## src/rtl/fot_pwm_timer.sv

```systemverilog
`timescale 1ns/1ps
module fot_pwm_timer #(
  parameter int OFF_W  = 5,
  parameter int FAST_W = 4
) (
  input  logic              clk,
  input  logic              rst_n,
  input  logic              tick,
  input  logic              trip,
  input  logic              restart,
  input  logic              mixed,
  input  logic [OFF_W-1:0]  off_code,
  input  logic [FAST_W-1:0] fast_code,
  input  logic [1:0]        blank_sel,
  output logic              src_on,
  output logic              fast_on,
  output logic              slow_on,
  output logic              blanking
);
  localparam int OCW = OFF_W + 3;
  localparam int FCW = FAST_W + 3;
  localparam int BCW = 5;

  logic [OCW-1:0] off_cnt;
  logic [FCW-1:0] fast_cnt;
  logic [BCW-1:0] blank_cnt;
  logic [1:0]     blank_lat;
  logic           fast_ph;

  function automatic logic [BCW-1:0] blank_len(input logic [1:0] sel);
    case (sel)
      2'd0:    blank_len = BCW'(4);
      2'd1:    blank_len = BCW'(6);
      2'd2:    blank_len = BCW'(12);
      default: blank_len = BCW'(24);
    endcase
  endfunction

  wire arm = tick && trip && src_on && !blanking;

  assign fast_on = !src_on && fast_ph;
  assign slow_on = !src_on && !fast_ph;

  always_ff @(posedge clk) begin
    if (!rst_n) begin
      src_on    <= 1'b1;
      blanking  <= 1'b0;
      fast_ph   <= 1'b0;
      off_cnt   <= '0;
      fast_cnt  <= '0;
      blank_cnt <= '0;
      blank_lat <= '0;
    end else if (restart) begin
      src_on    <= 1'b1;
      fast_ph   <= 1'b0;
      off_cnt   <= '0;
      fast_cnt  <= '0;
      blanking  <= 1'b1;
      blank_cnt <= blank_len(blank_sel);
    end else if (arm) begin
      src_on    <= 1'b0;
      off_cnt   <= {off_code, 3'b111};
      fast_cnt  <= {fast_code, 3'b111};
      fast_ph   <= mixed;
      blank_lat <= blank_sel;
    end else if (tick) begin
      if (!src_on) begin
        if (fast_cnt > FCW'(1)) begin
          fast_cnt <= fast_cnt - FCW'(1);
        end else begin
          fast_cnt <= '0;
          fast_ph  <= 1'b0;
        end
        if (off_cnt == OCW'(1)) begin
          src_on    <= 1'b1;
          fast_ph   <= 1'b0;
          off_cnt   <= '0;
          blanking  <= 1'b1;
          blank_cnt <= blank_len(blank_lat);
        end else begin
          off_cnt <= off_cnt - OCW'(1);
        end
      end else if (blanking) begin
        if (blank_cnt == BCW'(1)) blanking <= 1'b0;
        blank_cnt <= blank_cnt - BCW'(1);
      end
    end
  end
endmodule

```

## config.mk

```make
export PLATFORM = sky130hd
export DESIGN_NAME = fot_pwm_timer
export DESIGN_NICKNAME = d
export VERILOG_FILES = /design/src/rtl/fot_pwm_timer.sv
export SDC_FILE = /design/constraint.sdc
export NUM_CORES = 1
export LEC_CHECK = 0
export BUFFER_PORTS_ARGS = -buffer_cell sky130_fd_sc_hd__buf_2
export CAP_MARGIN = 20
export CORE_MARGIN = 1.5
export CORE_UTILIZATION = 57
export CTS_CLUSTER_SIZE = 28
export DETAILED_ROUTE_END_ITERATION = 10
export GPL_ROUTABILITY_DRIVEN = 1
export GPL_TIMING_DRIVEN = 0
export PLACE_DENSITY = 0.79
export SLEW_MARGIN = 20
export SYNTH_ARGS = -nofsm -noshare
export SYNTH_HDL_FRONTEND = slang
export SYNTH_SLANG_ARGS = --single-unit
```

## constraint.sdc

```tcl
create_clock -name clk -period 2.2 [get_ports clk]
set_clock_uncertainty 0.1 [all_clocks]
set_input_delay 0.22 -clock clk [delete_from_list [all_inputs] [get_ports clk]]
set_output_delay 0.22 -clock clk [all_outputs]
set_load 0.02 [all_outputs]
```

==> impl_metrics.csv, run 1 <==
group,metric,value,unit
grt,grt_usage,27.4,%
power,leakagePower,0.000680,uW
synth,ys_ff_latch,25,
placement,gp_congestion,0.918,
grt,grt_overflow,0,
synth,yosysTopAreaCellShare,31.6,%
synth,synthCells,204,
placement,dp_hpwl,3.07,mm
cts,cts_sinks,25,
cts,ctsResizeCount,0,
cts,clockRootBuffer,"clkbuf_4",
cells_and_area,area_growth,10.1,%
synth,yosysWarnings,0,
job,cap_viol_max_count,0,
cells_and_area,fillCellCount,216,
worst_hold_path,hold_path.class,"in -> reg",
critical_path,path_cells,"inv_1 -> ha_1 -> or4b_4 -> o31ai_4 -> a21oi_1 -> a311oi_1",
synth,synth_commonest_cells,"25 x dfxtp_1, 20 x nand2_1, 16 x a21oi_1, 16 x o21ai_0, 14 x nor2_1",
floorplanning,initial_core_util,62.2,%
critical_path,r2r-end,"blank_cnt[3]$_SDFFE_PN0P_",
cts,cts_made_buffers,3,
critical_path,cp-start-kind,"register",
critical_path,r2r_start,"off_cnt[1]$_SDFFE_PP0P_",
synth,ys_types,47,
sta,fin_ws,0.200,ns
sta,max_freq,500,MHz
floorplanning,core_area,2540,um^2
drt,drc,0,
cts,hold_buffers,0,
critical_path,ff2ff_setup_slack,0.20,ns
cells_and_area,diodes,0,
cts,cts_setup_buffers,0,
critical_path,cp_max_fo,6,
grt,grt_max_degree,15,
sta,worst_pin_slew,0.800,ns
critical_path,crit_family,"compound AO/OA/AOI/OAI gates",
grt,antenna_found_initial,0,
cts,h-tree-depth,1,
critical_path,cp.required,2.35,ns
outcome,outcome,"finished clean",
synth,synthesis.nets,227,
synth,syn-cell-area,1580,um^2
drt,finalWirelength,4.15,mm
sta,timing.final.crit_share,90.9,%
grt,grt_pass1_vias,1592,
floorplanning,num_rows,18,
cells_and_area,final_util,68.5,%
cts,clk_path_buf_depth,2,
placement,io_buffers,19,
sta,hold_viol,0,
synth,syn_avg_cell_area,7.76,um^2
critical_path,worst-path-buf-inv,1,
cts,clock_latency,0.34,ns
floorplanning,io_pins,21,
sta,setup_viol,0,
floorplanning,chipWidth,55.7,um
floorplanning,dieArea,3100,um^2
drt,drt_iter0_drc,107,
critical_path,cp-startpoint,"off_cnt[1]$_SDFFE_PP0P_",
grt,grt_pass1_wl,6.93,mm
synth,yosysTopAreaCell,"dfxtp_1",
power,powerDensity,545,nW/um^2
sta,rsz0062_at_grt,"false",
critical_path,endpoint_kind,"register",
drt,wl_per_cell,16.1,um
synth,ys_seq_area_share,31.6,%
floorplanning,die_h,55.7,um
sta,maxSlewViolCount,0,
power,finalPower,950,uW
worst_hold_path,min_to,"fast_ph$_SDFFE_PP0P_",
worst_hold_path,hp-start,"mixed",
sta,period_needed,2.00,ns
sta,tns,0,ns
synth,synth.most_common_cell,"dfxtp_1",
cells_and_area,final_layout_size_suffix_gt1_share,13.7,%
critical_path,max_stage_delay,0.51,ns
drt,firstDrtPassIters,4,
sta,relSlewSlack,46.3,%
drt,vias_per_cell,6.52,
synth,synth.area.top_cells,"dfxtp_1 32%, a21oi_1 5.1%, o21ai_0 5.1%",
synth,synth_edf_count,0,
cts,clk_pin_slew,0.14,ns
critical_path,worstPathArrival,2.15,ns
drt,antenna_left,0,
cells_and_area,layout.nets,251,
synth,async_flop_share,0,%
critical_path,critPathSlowestCell,"or4b_4",
power,ir_drop,0.399,mV
cts,cts_tree,"yes",
drt,via_count,1675,
critical_path,rr_worst_depth,6,
critical_path,crit_type,"reg -> reg",
worst_hold_path,worstHoldPathCells,3,
placement,dp_slack,0.248,ns
synth,ys.flop_type,"dfxtp_1",
==> state kept, by name (all words and copies together), names as in the netlist <==
name,count
src_on,1
blanking,1
blank_lat,2
off_cnt,8
fast_ph,1
fast_cnt,7
blank_cnt,5
==> worst reg2reg max path, stage by stage, from the launching register on <==
cell and delay (ns):
dfxtp_1 0.37, inv_1 0.09, ha_1 0.18, or4b_4 0.51
o31ai_4 0.30, a21oi_1 0.12, a311oi_1 0.25
==> how the worst max path moves through the flow <==
stage / endpoint / slack, ns / cells past startpoint
2_1_floorplan: blank_cnt[3]$_SDFFE_PN0P_ / 0.42 / 6
3_3_place_gp: fast_cnt[5]$_SDFFE_PP0P_ / 0.32 / 7
3_5_place_dp: blank_cnt[2]$_SDFFE_PN0P_ / 0.25 / 6
4_1_cts: blank_cnt[3]$_SDFFE_PN0P_ / 0.23 / 6
5_1_grt: fast_cnt[5]$_SDFFE_PP0P_ / 0.04 / 7
6_report: blank_cnt[3]$_SDFFE_PN0P_ / 0.20 / 6
==> metal layers <==
| metal | part of all wire [%] | up-vias | global-route usage, % |
|---|---|---|---|
| met4 | 1.6 | 0 | 9.76 |
| met3 | 6.4 | 9 | 2.33 |
| met5 | 0 | - | 0 |
| met1 | 46 | 784 | 39.0 |
| met2 | 46 | 70 | 43.4 |
| li1 | - | 812 | - |
==> metrics by stage <==
stage	instances	cell area, um^2	hold slack (ns)
floorplan	204	1580	0.250
global placement	253	1720	0.340
detailed placement	253	1720	0.360
CTS	257	1740	0.0193
global route	257	1740	0.0248
finish	257	1740	0.0138
==> logic make-up (layout without fill, tap and decap cells) <==
kind of cell             Yosys count  count (layout)  synth area share, %
AO/OA/AOI/OAI                     71              71                 30.0
XOR/XNOR                           4               4                 2.21
adder cells (fa/ha/maj)            6               6                 4.74
buffers and inverters             24              47                 6.01
flip-flops                        25              25                 31.6
multiplexers                       1               1                0.632
AND/OR/NAND/NOR                   73              73                 24.7
==> cell usage in the layout, fill, tap and decap left out, drive strengths merged, types with 6 or more instances in the layout <==
cell type	instances
inv	12
dfxtp	25
nand2	20
a21oi	16
o21ai	16
clkbuf	13
nor3	6
ha	6
nor2	14
buf	21
a31oi	8
==> final cells by class <==
class | count | area [um^2] | area share [%]
multi-input combinational | 155 | 987 | 56.6
sequential | 25 | 500 | 28.7
timing repair buffer | 19 | 95.1 | 5.46
buffer | 12 | 50.0 | 2.87
inverter | 12 | 45.0 | 2.58
tap | 30 | 37.5 | 2.15
clock buffer | 3 | 22.5 | 1.29
clock inverter | 1 | 5.00 | 0.287
==> power by group <==
part	total [uW]	internal [uW]	switching, uW	leakage, uW
clock network	222	68.4	154	0.0000177
logic	229	97.6	132	0.000458
registers	499	474	25.0	0.000204
Note: power is estimated with default switching activity, not from simulation.
==> run 2: changes to the inputs <==
Settings changed: REMOVE_ABC_BUFFERS set to 1.
Clock period 2.2 ns to 2 ns, I/O delays scaled along.
==> run 2 against run 1 <==
Count of clock-buffer cells in the layout did not move. Flip-flop and latch count did not move. Critical path depth fell by 2. Combinational power rose by 9%. Sequential power rose by 11%. Setup slack got worse by 0.14 ns. Total power rose by 9.3%. Register-to-register slack got worse by 0.14 ns. Highest routed layer unchanged.
==> impl_metrics.csv, run 2 (synthesis gave the netlist of run 1 again) <==
group,metric,value,unit
outcome,outcome,"finished clean",
drt,drt_iter0_drc,85,
floorplanning,core_area,2540,um^2
floorplanning,io_pins,21,
sta,maxSlewViolCount,0,
critical_path,cp-startpoint,"src_on$_SDFFE_PP1P_",
power,ir_drop,0.418,mV
drt,drc,0,
placement,dp_slack,-0.301,ns
cells_and_area,final_util,69.4,%
drt,finalWirelength,3.95,mm
critical_path,crit_type,"reg -> reg",
critical_path,cp.required,2.16,ns
floorplanning,dieArea,3100,um^2
worst_hold_path,hp-start,"blank_sel[0]",
cells_and_area,largest-register,"off_cnt",
grt,grt_pass1_wl,6.55,mm
cells_and_area,layout.nets,245,
placement,dp_hpwl,2.73,mm
grt,grt_overflow,0,
drt,firstDrtPassIters,4,
cts,clk_pin_slew,0.14,ns
drt,via_count,1612,
drt,wl_per_cell,15.8,um
floorplanning,chipWidth,55.7,um
grt,antenna_found_initial,0,
grt,grt_usage,26.1,%
grt,grt_max_degree,20,
worst_hold_path,hold_path.class,"in -> reg",
sta,timing.final.crit_share,97.1,%
floorplanning,initial_core_util,62.2,%
sta,hold_viol,0,
cells_and_area,largest_reg_flops,8,
cells_and_area,fin_area,1770,um^2
cells_and_area,final_cell_mix,"22 x dfxtp_1, 20 x nand2_1, 20 x buf_2, 16 x a21oi_1, 15 x o21ai_0",
sta,fin_ws,0.0574,ns
cts,clk_path_buf_depth,2,
power,leakagePower,0.000689,uW
cells_and_area,final_common_cell,"dfxtp_1",
sta,worst_pin_slew,0.816,ns
sta,max_freq,515,MHz
placement,gp_congestion,0.917,
cells_and_area,final_layout_size_suffix_gt1_share,19.0,%
cts,cts_made_buffers,3,
cts,cts_tree,"yes",
sta,setup_viol,0,
sta,period_needed,1.94,ns
cts,h-tree-depth,1,
cells_and_area,diodes,0,
floorplanning,num_rows,18,
cts,clock_latency,0.32,ns
cts,cts_sinks,25,
critical_path,cp_max_fo,19,
critical_path,cp-start-kind,"register",
cells_and_area,area_growth,11.6,%
floorplanning,die_h,55.7,um
placement,placed_cell_area,1670,um^2
cts,clockRootBuffer,"clkbuf_4",
placement,io_buffers,20,
cells_and_area,top_regs,"off_cnt x8, fast_cnt x7, blank_cnt x5",
drt,vias_per_cell,6.42,
critical_path,worstPathArrival,2.10,ns
critical_path,endpoint_kind,"register",
job,cap_viol_max_count,0,
power,powerDensity,588,nW/um^2
grt,grt_pass1_vias,1458,
drt,antenna_left,0,
sta,relSlewSlack,45.2,%
critical_path,r2r_start,"src_on$_SDFFE_PP1P_",
-- run 2: cell count changes in the layout (fill, tap and decap cells not counted), sizes merged --
| cell | previous run | this run |
|---|---|---|
| clkbuf | 13 | 3 |
| buf | 21 | 24 |
| dlygate4sd3 | 0 | 1 |
-- run 2: metrics by stage --
step	total power, uW	setup TNS [ns]	hold WS (ns)	instances
after floorplan	722	-1.06	0.214	192
after global placement	785	-5.66	0.318	242
after detailed placement	793	-2.70	0.339	242
after CTS	1030	0	0.0244	250
after global routing	1090	-0.00108	0.0264	251
final	1040	0	0.0196	251
-- run 2: layer usage --
metal  GRT usage (%)  share of wire (%)  vias up
met4            10.8                1.5        0
met5               0                  0        -
met2            40.8                 46       68
met1            36.7                 46      739
li1                -                  -      799
met3            2.56                7.1        6
-- run 2: worst paths after layout --
kind                               endpoint  slack [ns]  cells after the start
setup / recovery    off_cnt[2]$_SDFFE_PP0P_        0.06                      4
hold / removal    blank_lat[0]$_SDFFE_PN0N_        0.02                      3
hold reg to reg   blank_cnt[1]$_SDFFE_PN0P_        0.40                      2
setup reg to reg    off_cnt[2]$_SDFFE_PP0P_        0.06                      4
-- run 2: cell type report --
cell class                 count  area, um^2
timing repair buffer          25         140
inverter                      12        45.0
clock buffer                   3        22.5
fill                         219         778
tap                           30        37.5
multi-input combinational    155        1010
sequential                    25         504
clock inverter                 1        5.00
-- run 2: repair_timing --
item,CTS,global route
hold buffers,1,0
cloned,0,0
setup endpoints to repair,13,7
gates resized for setup,2,7
endpoints found under the hold margin,1,0
pin swaps,1,3
buffers inserted,3,1
-- run 2: critical path: stages (launching register included) --
cell and delay (ns):
dfxtp_2 0.45, nor2b_1 0.61, nand2_1 0.16, or3_1 0.38, a31oi_1 0.17
-- run 2: report_power, final --
group	internal [uW]	switching (uW)	leakage, uW	total [uW]
sequential	522	31.0	0.000204	553
clock	75.1	162	0.0000177	237
combinational	110	139	0.000467	249
==> run 3: changes to the inputs <==
Settings changed: MAX_ROUTING_LAYER set to met4.
==> run 3 against run 2 <==
Sequential power is essentially flat. Die area stayed put. Setup slack gained 0.053 ns. Register-to-register slack better by 0.05 ns. Hold slack got worse by 0.018 ns. Critical endpoint unchanged. Global-route usage fell by 0.60 points.
==> impl_metrics.csv, run 3 (synthesis gave the netlist of run 1 again) <==
group,metric,value,unit
drt,drc,0,
sta,setup_viol,0,
drt,firstDrtPassIters,4,
critical_path,cp_max_fo,19,
grt,grt_pass1_wl,6.29,mm
critical_path,endpoint_kind,"register",
cells_and_area,multiInputGateArea,1010,um^2
sta,relSlewSlack,48.7,%
placement,dp_hpwl,2.77,mm
cts,cts_sinks,25,
cells_and_area,seq_area,504,um^2
drt,finalWirelength,3.80,mm
grt,grt_usage,25.5,%
cells_and_area,diodes,0,
placement,dp_slack,-0.317,ns
cts,clock_latency,0.32,ns
cells_and_area,layout.nets,245,
cells_and_area,final_layout_size_suffix_gt1_share,18.6,%
floorplanning,dieArea,3100,um^2
sta,maxSlewViolCount,0,
sta,max_freq,529,MHz
job,cap_viol_max_count,0,
cells_and_area,final_util,69.2,%
placement,io_buffers,20,
floorplanning,num_rows,18,
power,finalPower,1030,uW
cts,clockRootBuffer,"clkbuf_4",
sta,hold_viol,0,
critical_path,crit_type,"reg -> reg",
drt,wl_per_cell,15.1,um
critical_path,cp.required,2.14,ns
floorplanning,io_pins,21,
floorplanning,chipWidth,55.7,um
grt,grt_overflow,0,
cts,cts_tree,"yes",
cts,hold_buffers,0,
cts,clk_pin_slew,0.15,ns
floorplanning,initial_core_util,62.2,%
critical_path,path_cells,"nor2b_1 -> nand2_1 -> or3_1 -> a31oi_1",
grt,grt_max_degree,20,
drt,via_count,1605,
power,leakagePower,0.000687,uW
drt,drt_iter0_drc,101,
outcome,outcome,"finished clean",
placement,gp_congestion,0.926,
cts,cts_made_buffers,3,
floorplanning,die_h,55.7,um
critical_path,worstPathArrival,2.03,ns
power,powerDensity,586,nW/um^2
cells_and_area,fillCellCount,216,
cells_and_area,top_regs,"off_cnt x8, fast_cnt x7, blank_cnt x5",
grt,grt_pass1_vias,1360,
grt,antenna_found_initial,0,
sta,timing.final.crit_share,94.5,%
critical_path,critPathSlowestCell,"nor2b_1",
worst_hold_path,hold_path.class,"in -> reg",
power,ir_drop,0.388,mV
floorplanning,core_area,2540,um^2
cts,h-tree-depth,1,
drt,antenna_left,0,
drt,vias_per_cell,6.39,
cells_and_area,final_cell_mix,"22 x dfxtp_1, 20 x nand2_1, 20 x buf_2, 16 x a21oi_1, 15 x o21ai_0",
cells_and_area,area_growth,11.2,%
sta,worst_pin_slew,0.763,ns
cells_and_area,final_common_cell,"dfxtp_1",
critical_path,cp-start-kind,"register",
sta,fin_ws,0.110,ns
sta,period_needed,1.89,ns
cells_and_area,largest_reg_flops,8,
cts,clk_path_buf_depth,2,
critical_path,max_stage_delay,0.56,ns
critical_path,crit_family,"simple AND/OR/NAND/NOR gates",
critical_path,worst-path-buf-inv,0,
cells_and_area,largest-register,"off_cnt",
[run 3: worst min-delay path: stages]
cell,delay [ns]
buf_2,0.08
nand3_1,0.05
o21ai_0,0.07
[run 3: path summary, 6_finish.rpt]
path / start / to / slack (ns) / depth (start not counted)
setup reg to reg: src_on$_SDFFE_PP1P_ / off_cnt[2]$_SDFFE_PP0P_ / 0.11 / 4
hold / removal: mixed / fast_ph$_SDFFE_PP0P_ / 0.001 / 3
hold reg to reg: blank_cnt[1]$_SDFFE_PN0P_ / blank_cnt[1]$_SDFFE_PN0P_ / 0.40 / 2
setup / recovery: src_on$_SDFFE_PP1P_ / off_cnt[2]$_SDFFE_PP0P_ / 0.11 / 4
[run 3: where the power goes]
group / internal (uW) / total, uW / switching (uW)
Sequential: 522 / 553 / 31.3
Clock: 78.0 / 233 / 155
Combinational: 110 / 246 / 136
[run 3: per-stage QoR]
step                      cells  setup TNS, ns  area, um^2  hold slack, ns
after floorplan             192          -1.06        1530           0.214
after global placement      242          -5.58        1670           0.318
after detailed placement    242          -2.77        1670           0.341
after global routing        251      -0.000654        1760         0.00884
final                       251              0        1760         0.00140
after CTS                   251              0        1740         0.00538
[run 3: what timing repair did]
action / 4_1_cts / 5_1_grt
resized for setup: 5 / 3
setup endpoints to repair: 15 / 7
pin swaps: 3 / 1
cloned: 0 / 0
setup buffers: 5 / 0
endpoints found under the hold margin: 0 / 0
[run 3: per-layer routing]
layer  global-route usage, %  vias to the layer above  wire length [um]
li1                        -                      795                 -
met1                    35.7                      727              1720
met2                    40.5                       77              1740
met3                    2.56                        6               308
met4                    4.53                        0                33
met5                       -                        -                 0
[run 3: final cells by class]
cell class                      instances  area share, %
Clock buffer                            4           1.49
Sequential cell                        25           28.6
Timing Repair Buffer                   25           7.82
Multi-Input combinational cell        155           57.4
Tap cell                               30           2.13
Inverter                               12           2.56
